`src/rtl/ctu_pkg.sv`:
```
package ctu_pkg;
    localparam int NUM_SRC   = 4;
    localparam int WIN_BITS  = 4;
    localparam int MASK_BITS = NUM_SRC + 1;

    typedef enum logic [1:0] {
        SRC_PRIMARY   = 2'd0,
        SRC_SECONDARY = 2'd1,
        SRC_AUX1      = 2'd2,
        SRC_AUX2      = 2'd3
    } src_e;

    typedef struct packed {
        logic [NUM_SRC-1:0] single;
        logic               coinc;
    } trig_vec_t;

    function automatic logic [WIN_BITS-1:0] eff_window(input logic [WIN_BITS-1:0] w);
        return (w == '0) ? WIN_BITS'(1) : w;
    endfunction
endpackage

```
`src/rtl/ctu_conditioner.sv`:
```
module ctu_conditioner #(
    parameter int SYNC_STAGES = 2
) (
    input  logic clk,
    input  logic rst,
    input  logic din,
    output logic pulse
);
    logic [SYNC_STAGES-1:0] sync_q;
    logic                   last_q;

    always_ff @(posedge clk) begin
        if (rst) begin
            sync_q <= '0;
            last_q <= 1'b0;
            pulse  <= 1'b0;
        end else begin
            sync_q <= {sync_q[SYNC_STAGES-2:0], din};
            last_q <= sync_q[SYNC_STAGES-1];
            pulse  <= sync_q[SYNC_STAGES-1] & ~last_q;
        end
    end

    // a conditioned pulse lasts exactly one cycle
    a_r1_single_cycle: assert property (@(posedge clk) disable iff (rst)
        pulse |=> !pulse);
endmodule

```
`src/rtl/ctu_coinc.sv`:
```
module ctu_coinc
    import ctu_pkg::*;
(
    input  logic                clk,
    input  logic                rst,
    input  logic                p_pulse,
    input  logic                s_pulse,
    input  logic [WIN_BITS-1:0] window_cfg,
    output logic                hit
);
    logic [WIN_BITS-1:0] p_left, s_left, win;
    logic                p_armed, s_armed, match;

    assign win     = eff_window(window_cfg);
    assign p_armed = (p_left != '0);
    assign s_armed = (s_left != '0);
    assign match   = (p_pulse && (s_pulse || s_armed)) || (s_pulse && p_armed);

    always_ff @(posedge clk) begin
        if (rst) begin
            p_left <= '0;
            s_left <= '0;
            hit    <= 1'b0;
        end else begin
            hit <= match;
            if (match) begin
                p_left <= '0;
                s_left <= '0;
            end else begin
                if (p_pulse)      p_left <= win;
                else if (p_armed) p_left <= p_left - 1'b1;
                if (s_pulse)      s_left <= win;
                else if (s_armed) s_left <= s_left - 1'b1;
            end
        end
    end

    // a match leaves no arm pending
    a_r4_arms_consumed: assert property (@(posedge clk) disable iff (rst)
        hit |-> (!p_armed && !s_armed));
    // coincidences never come on back-to-back cycles
    a_r3_hit_single: assert property (@(posedge clk) disable iff (rst)
        hit |=> !hit);
endmodule

```
`src/rtl/ctu_gate.sv`:
```
module ctu_gate
    import ctu_pkg::*;
(
    input  logic                 clk,
    input  logic                 rst,
    input  logic [NUM_SRC-1:0]   src,
    input  logic                 coinc_hit,
    input  logic [MASK_BITS-1:0] mask,
    input  logic                 run_en,
    input  logic                 clear_busy,
    output trig_vec_t            trig_q,
    output logic                 raw_q,
    output logic                 live_q,
    output logic                 busy_q
);
    trig_vec_t trig_n;
    logic      raw_n, live_n;

    always_comb begin
        trig_n.single = src & mask[NUM_SRC-1:0] & {NUM_SRC{run_en}};
        trig_n.coinc  = coinc_hit & mask[NUM_SRC] & run_en;
        raw_n         = (|trig_n.single) | trig_n.coinc;
        live_n        = raw_n & ~busy_q;
    end

    always_ff @(posedge clk) begin
        if (rst) begin
            trig_q <= '0;
            raw_q  <= 1'b0;
            live_q <= 1'b0;
            busy_q <= 1'b0;
        end else begin
            trig_q <= trig_n;
            raw_q  <= raw_n;
            live_q <= live_n;
            if (live_n)          busy_q <= 1'b1;
            else if (clear_busy) busy_q <= 1'b0;
        end
    end

    // no trigger follows a cycle with run-enable low
    a_r6_run_gate: assert property (@(posedge clk) disable iff (rst)
        !run_en |=> (!raw_q && !live_q));
    // a live trigger is always a raw trigger and leaves busy set
    a_r7_live_is_raw: assert property (@(posedge clk) disable iff (rst)
        live_q |-> (raw_q && busy_q));
    // busy blocks the next live trigger
    a_r7_busy_blocks: assert property (@(posedge clk) disable iff (rst)
        busy_q |=> !live_q);
    // busy holds until cleared
    a_r8_busy_holds: assert property (@(posedge clk) disable iff (rst)
        (busy_q && !clear_busy) |=> busy_q);
endmodule

```
`src/rtl/coinc_trigger_unit.sv`:
```
module coinc_trigger_unit
    import ctu_pkg::*;
#(
    parameter int SYNC_STAGES = 2
) (
    input  logic                 clk,
    input  logic                 rst,
    input  logic                 primary_in,
    input  logic                 secondary_in,
    input  logic                 ext1_in,
    input  logic                 ext2_in,
    input  logic                 run_en,
    input  logic                 clear_busy,
    input  logic [WIN_BITS-1:0]  window_cfg,
    input  logic [MASK_BITS-1:0] enable_mask,
    output logic [NUM_SRC-1:0]   src_pulse,
    output logic [NUM_SRC-1:0]   trig_pulse,
    output logic                 coinc_trig,
    output logic                 raw_trig,
    output logic                 live_trig,
    output logic                 busy
);
    logic [NUM_SRC-1:0] raw_in;
    logic               coinc_hit;
    trig_vec_t          trig_q;

    assign raw_in = {ext2_in, ext1_in, secondary_in, primary_in};

    for (genvar i = 0; i < NUM_SRC; i++) begin : g_cond
        ctu_conditioner #(.SYNC_STAGES(SYNC_STAGES)) u_cond (
            .clk  (clk),
            .rst  (rst),
            .din  (raw_in[i]),
            .pulse(src_pulse[i])
        );
    end

    ctu_coinc u_coinc (
        .clk       (clk),
        .rst       (rst),
        .p_pulse   (src_pulse[SRC_PRIMARY]),
        .s_pulse   (src_pulse[SRC_SECONDARY]),
        .window_cfg(window_cfg),
        .hit       (coinc_hit)
    );

    ctu_gate u_gate (
        .clk       (clk),
        .rst       (rst),
        .src       (src_pulse),
        .coinc_hit (coinc_hit),
        .mask      (enable_mask),
        .run_en    (run_en),
        .clear_busy(clear_busy),
        .trig_q    (trig_q),
        .raw_q     (raw_trig),
        .live_q    (live_trig),
        .busy_q    (busy)
    );

    assign trig_pulse = trig_q.single;
    assign coinc_trig = trig_q.coinc;
endmodule

```
`config.mk`:
```
export PLATFORM = sky130hd
export DESIGN_NAME = coinc_trigger_unit
export DESIGN_NICKNAME = d
export VERILOG_FILES = /design/src/rtl/ctu_pkg.sv /design/src/rtl/ctu_conditioner.sv /design/src/rtl/ctu_coinc.sv /design/src/rtl/ctu_gate.sv /design/src/rtl/coinc_trigger_unit.sv
export SDC_FILE = /design/constraint.sdc
export NUM_CORES = 1
export LEC_CHECK = 0
export ABC_AREA = 1
export BUFFER_PORTS_ARGS = -buffer_cell sky130_fd_sc_hd__clkbuf_2
export CAP_MARGIN = 0
export CORE_ASPECT_RATIO = 0.7
export CORE_UTILIZATION = 54
export DETAILED_ROUTE_END_ITERATION = 6
export PLACE_DENSITY = 0.82
export REMOVE_ABC_BUFFERS = 1
export SETUP_SLACK_MARGIN = 0.15
export SYNTH_ARGS = -nofsm -noshare
export SYNTH_HDL_FRONTEND = slang
export SYNTH_SLANG_ARGS = --single-unit
```
`constraint.sdc`:
```
create_clock -name clk -period 2.9 [get_ports clk]
set_input_delay 0.145 -clock clk [delete_from_list [all_inputs] [get_ports clk]]
set_output_delay 0.145 -clock clk [all_outputs]
set_load 0.01 [all_outputs]
```
==> impl_metrics.tcl, run 1 <==
set metrics [dict create \
    via_per_inst 4.937 \
    dp_slack_ps 1597 \
    endpoint_kind "register" \
    synthMuxAreaShare 0 \
    avgSynthCellArea_um2 7.749 \
    initial_core_util 0.6035 \
    numClockSinks 33 \
    slew_headroom 0.6637 \
    htreeDepth 2 \
    worstPathArrival_ps 1600 \
    ys_warn_count 0 \
    grt-ovfl-total 0 \
    diodes 0 \
    top_layer "met4" \
    cap_violations 0 \
    synth.yosys.seq_area_share 0.4844 \
    portBuffers 28 \
    finalHoldViolCount 0 \
    ant_nets 0 \
    maxSlewViolCount 0 \
    dr_total_vias 1175 \
    ys_seq_elements 33 \
    worst_ep_required_time_ps 3110 \
    drt_iter0_drc 100 \
    peakVddDrop_mv 0.5351 \
    postCtsSetupBuffers 0 \
    cts_root_buf "clkbuf_4" \
    n_fill_cell 182 \
    rsz0062_at_grt "false" \
    finalCriticalPeriod_ps 1383 \
    synth_xor_area_frac 0.006422 \
    wl_met3_um 215 \
    cellPowerDensity_nw_per_um2 867.5 \
    core_area_um2 2260 \
    grt_pass1_vias 1070 \
    ys_types 25 \
    clkTransAtPathRegs_ps 100 \
    num_rows 14 \
    drcViolationCount 0 \
    p_leak_nw 0.8189 \
    total_power_mw 1.385 \
    outcome "complete, no violations" \
    tritoncts "done" \
    die_area_um2 2734 \
    drive_gt1_frac 0.2330 \
    path_class "reg2reg" \
    synth_edf_count 0 \
    synth_compound_area_frac 0.03486 \
    synthAdderAreaFrac 0.02752 \
    fin_ws_ps 1517 \
    wl_met2_mm 1.346 \
    fmax_mhz 723.0 \
    crit_fanout 11 \
    grt_first_pass_wirelength_mm 4.457 \
    yosys.area_share.simple 0.3055 \
    synth_top_family_by_area "simple AND/OR/NAND/NOR gates" \
    antenna_found_initial 0 \
    hp-class "in2reg" \
    syn_inst 176 \
    io_pins 29 \
    drt_pre_antenna_iters 5 \
    hold_slack_ps 28.92 \
    gp_routability_congestion 0.8123 \
    syn2layout_area_growth_pct 17.06 \
    num-nets-final 225 \
    grt_usage 0.2381 \
    grt_max_degree 26 \
    dp_hpwl_mm 1.953 \
    synth_area_um2 1364 \
    met1Wirelength_mm 1.128 \
    worst_pin_slew_ps 503.8 \
    fin_skew_ps 8.180 \
    synthArstFlopShare 0 \
    final.setup.tns_ps 0 \
    setup_viol 0 \
    die_h_um 44.05 \
    drt_wl_total_mm 2.762 \
    start_kind "register" \
    die_x_um 62.07 \
    numCtsBuffers 5 \
    ys.flop_type "dfxtp_1" \
    clk_latency_ps 320 \
    fin_crit_sh 0.4770 \
    avgRoutedWirePerCell_um 11.61 \
    cts_buffer_depth 2 \
]
logic make-up (layout without fill, tap and decap cells):
group / count (synthesis) / after routing
xor+xnor: 1 / 1
fa+ha+maj: 3 / 3
flops: 33 / 33
simple gates: 88 / 88
compound gates: 9 / 9
buf+inv: 42 / 72
cell usage in the layout, fill, tap and decap left out, drive strengths merged, types with 2 or more instances in the layout:
cell,count
nor3,5
dlygate4sd3,3
dfxtp,33
ha,3
clkinv,2
nand3,12
o21ai,5
nand4,5
inv,31
clkbuf,34
nor2,33
nand2,31
a21oi,3
path summary, 6_finish.rpt:
| path | startpoint | to | slack (ps) | depth (start not counted) |
|---|---|---|---|---|
| setup / recovery | g_cond[1].u_cond.pulse | u_coinc.s_left[0] | 1520 | 5 |
| hold / removal | secondary_in | g_cond[1].u_cond.sync_q[0] | 30 | 3 |
| setup reg to reg | g_cond[1].u_cond.pulse | u_coinc.s_left[0] | 1520 | 5 |
| hold reg to reg | g_cond[0].u_cond.last_q | g_cond[0].u_cond.pulse | 400 | 1 |
Yosys cell counts (2+ instances only):
| library cell | number | share of area |
|---|---|---|
| buf_6 | 2 | 0.017 |
| clkinv_2 | 2 | 0.0073 |
| ha_1 | 3 | 0.028 |
| nor3_1 | 5 | 0.018 |
| dfxtp_1 | 33 | 0.48 |
| nand2_1 | 27 | 0.074 |
| nand2_4 | 2 | 0.017 |
| nand2_2 | 2 | 0.0092 |
| o21ai_0 | 4 | 0.015 |
| nand3_1 | 12 | 0.044 |
| nor2_1 | 28 | 0.077 |
| buf_4 | 4 | 0.022 |
| a21oi_1 | 3 | 0.011 |
| nand4_1 | 5 | 0.023 |
| buf_2 | 2 | 0.0073 |
| nor2_2 | 4 | 0.018 |
| inv_1 | 30 | 0.083 |
repair_timing:
item,CTS,global route
endpoints found under the hold margin,3,0
endpoints found under the setup margin,0,0
hold buffers,3,0
resized for setup,0,0
critical path: stages, from the launching register on:
cell and delay [ps]:
dfxtp_1 650, inv_1 140, nand2_1 120, nand2_1 90, a21oi_1 190, nor2_1 80
per-layer routing:
| layer | vias up | GRT usage |
|---|---|---|
| li1 | 593 | - |
| met1 | 495 | 0.2785 |
| met2 | 70 | 0.3957 |
| met3 | 17 | 0.07895 |
| met4 | 0 | 0.1067 |
| met5 | - | 0 |
state kept, by name, indices dropped and copies added (netlist names):
name	count
u_gate.raw_q	1
g_cond.u_cond.pulse	4
u_gate.live_q	1
g_cond.u_cond.sync_q	8
u_coinc.p_left	4
u_gate.busy_q	1
u_gate.trig_q	5
u_coinc.hit	1
u_coinc.s_left	4
g_cond.u_cond.last_q	4
per-stage QoR:
step,utilization,area [µm²],std cells
detailed placement,0.6539,1478,227
CTS,0.7065,1597,238
global placement,0.6539,1478,227
floorplan,-,1297,167
finish,0.7065,1597,238
global route,0.7065,1597,238
report_power, final:
group	switching [mW]	internal (mW)	total [mW]
clock	0.155	0.205	0.360
sequential	0.0379	0.510	0.548
combinational	0.299	0.178	0.476
total	0.492	0.893	1.38
final cells by class:
type	count	area, µm²	share of cell area
clock inverter	2	37.54	0.02351
multi-input combinational	101	510.5	0.3197
timing repair buffer	31	170.2	0.1066
inverter	33	126.4	0.07915
tap	32	40.04	0.02508
clock buffer	6	51.30	0.03213
sequential	33	660.6	0.4138
Note: power is estimated with default switching activity, not from simulation.
==> inputs of run 2 (changes only) <==
CORE_UTILIZATION = 52   (was 54)
PLACE_DENSITY = 0.8   (was 0.82)
clock period = 1.4 ns   (was 2.9 ns; I/O delays follow)
==> run 2 against run 1 <==
  * Via count decreased by 1.1%
  * Setup slack worse by 1300 ps
  * Sequential share of layout area down 3.0 points
  * Combinational power increased by 140%
  * Largest cell class unchanged
  * Count of clock-buffer cells in the layout stayed put
  * First-iteration DRC count fell by 40%
  * Register-to-register slack got worse by 1300 ps
  * Highest routed layer unchanged
  * Critical path depth increased by 3
  * Clock skew shrank 2.2 ps
  * Wire length rose by 3.1%
==> impl_metrics.tcl, run 2 (same netlist as run 1, synthesis figures left out) <==
set metrics [dict create \
    worst_ep_required_time_ps 1630 \
    fin_crit_sh 0.8744 \
    p_leak_nw 0.8684 \
    cap_violations 0 \
    dpl_cell_area_um2 1503 \
    drcViolationCount 0 \
    hp-class "in2reg" \
    cts_root_buf "clkbuf_8" \
    start_kind "register" \
    drt_wl_total_mm 2.849 \
    placedCellCount 232 \
    dr_total_vias 1162 \
    p_int_mw 2.115 \
    htreeDepth 2 \
    maxSlewViolCount 0 \
    fin_skew_ps 6.008 \
    grt-ovfl-total 0 \
    fin_ws_ps 175.8 \
    drt_pre_antenna_iters 4 \
    fin_util 0.6970 \
    worstPathArrival_ps 1460 \
    grt_usage 0.2059 \
    dp_hpwl_mm 1.977 \
    path_class "reg2reg" \
    grt_first_pass_wirelength_mm 4.202 \
    initial_core_util 0.5505 \
    peakVddDrop_mv 1.031 \
    final_cell_mix "dfxtp_1 (31), clkbuf_2 (28), nor2_1 (27), inv_1 (26), nand2_1 (26)" \
    finalHoldViolCount 0 \
    drive_gt1_frac 0.3005 \
    share_seq_of_total_power 0.357 \
    slew_headroom 0.8454 \
    clk_latency_ps 290 \
    drt_iter0_drc 60 \
    endpoint_kind "register" \
    total_power_mw 3.222 \
    cts_buffer_depth 2 \
    antenna_found_initial 0 \
    n_fill_cell 215 \
    diodes 0 \
    cellPowerDensity_nw_per_um2 1866 \
    r2r_slack_ps 180 \
    fin_cells 247 \
    gp_routability_congestion 0.8400 \
    core_area_um2 2477 \
    rsz0062_at_grt "false" \
    p_switching_mw 1.107 \
    avgRoutedWirePerCell_um 11.53 \
    clock_power_share 0.292 \
    clkTransAtPathRegs_ps 70 \
    via_per_inst 4.704 \
    swShare 0.3436 \
    setup_viol 0 \
    final_cell_area_um2 1727 \
    io_pins 29 \
    grt_max_degree 16 \
    combinationalPowerShare 0.350 \
    num-nets-final 232 \
    die_x_um 63.21 \
    hold_slack_ps 27.67 \
    syn2layout_area_growth_pct 26.61 \
    final.setup.tns_ps 0 \
    ant_nets 0 \
    numCtsBuffers 5 \
    largest-register "g_cond.u_cond.sync_q" \
    dp_slack_ps 72.77 \
    top_regs "g_cond.u_cond.sync_q x8, u_gate.trig_q x5" \
    finalCriticalPeriod_ps 1224 \
    largest_reg_flops 8 \
    numClockSinks 33 \
    die_area_um2 2835 \
    num_rows 15 \
    die_h_um 44.85 \
    fmax_mhz 816.9 \
    portBuffers 28 \
    tritoncts "done" \
    worst_pin_slew_ps 231.9 \
    outcome "complete, no violations" \
    crit_fanout 5 \
    grt_pass1_vias 993 \
    layout_commonest_cell "dfxtp_1" \
]
-- run 2: layout make-up --
type | instances | area, µm² | area share
clock inverter | 2 | 37.54 | 0.02174
tap | 34 | 42.54 | 0.02464
timing repair buffer | 38 | 225.2 | 0.1304
inverter | 33 | 130.1 | 0.07536
clock buffer | 6 | 82.58 | 0.04783
sequential | 33 | 663.1 | 0.3841
multi-input combinational | 101 | 545.5 | 0.3159
-- run 2: worst max-delay path, cell delays in order, from the launching register on --
cell     delay [ps]
dfxtp_1         330
inv_2            70
ha_4            150
inv_2            90
nor2_8           40
nand2_4         100
buf_4           120
nand4_1         140
nor2_1          130
-- run 2: routing by layer --
layer  track usage  up-vias  wire length [µm]
li1              -      602                 -
met1        0.2248      513              1255
met2        0.3355       35              1323
met3        0.1010       12               194
met5             0        -                 0
met4        0.1182        0                76
-- run 2: final timing paths --
check	startpoint	end	depth (start not counted)
max	u_coinc.s_left[1]	u_coinc.s_left[3]	8
min	enable_mask[0]	u_gate.trig_q[1]	3
max reg2reg	u_coinc.s_left[1]	u_coinc.s_left[3]	8
min reg2reg	g_cond[3].u_cond.last_q	g_cond[3].u_cond.pulse	1
-- run 2: timing repair --
item,4_1_cts,5_1_grt
setup endpoints to repair,5,8
resized for setup,6,13
endpoints found under the hold margin,4,0
hold buffers,4,0
pin swaps,0,1
buffers inserted,0,3
-- run 2: power by group through the flow --
| stage | clock network (mW) | registers, mW | logic, mW |
|---|---|---|---|
| detailed placement | 0 | 1.15 | 0.921 |
| CTS | 0.961 | 1.14 | 0.953 |
| global placement | 0 | 1.15 | 0.870 |
| global route | 0.993 | 1.17 | 1.26 |
| floorplan | 0 | 1.14 | 0.723 |
| finish | 0.942 | 1.15 | 1.13 |
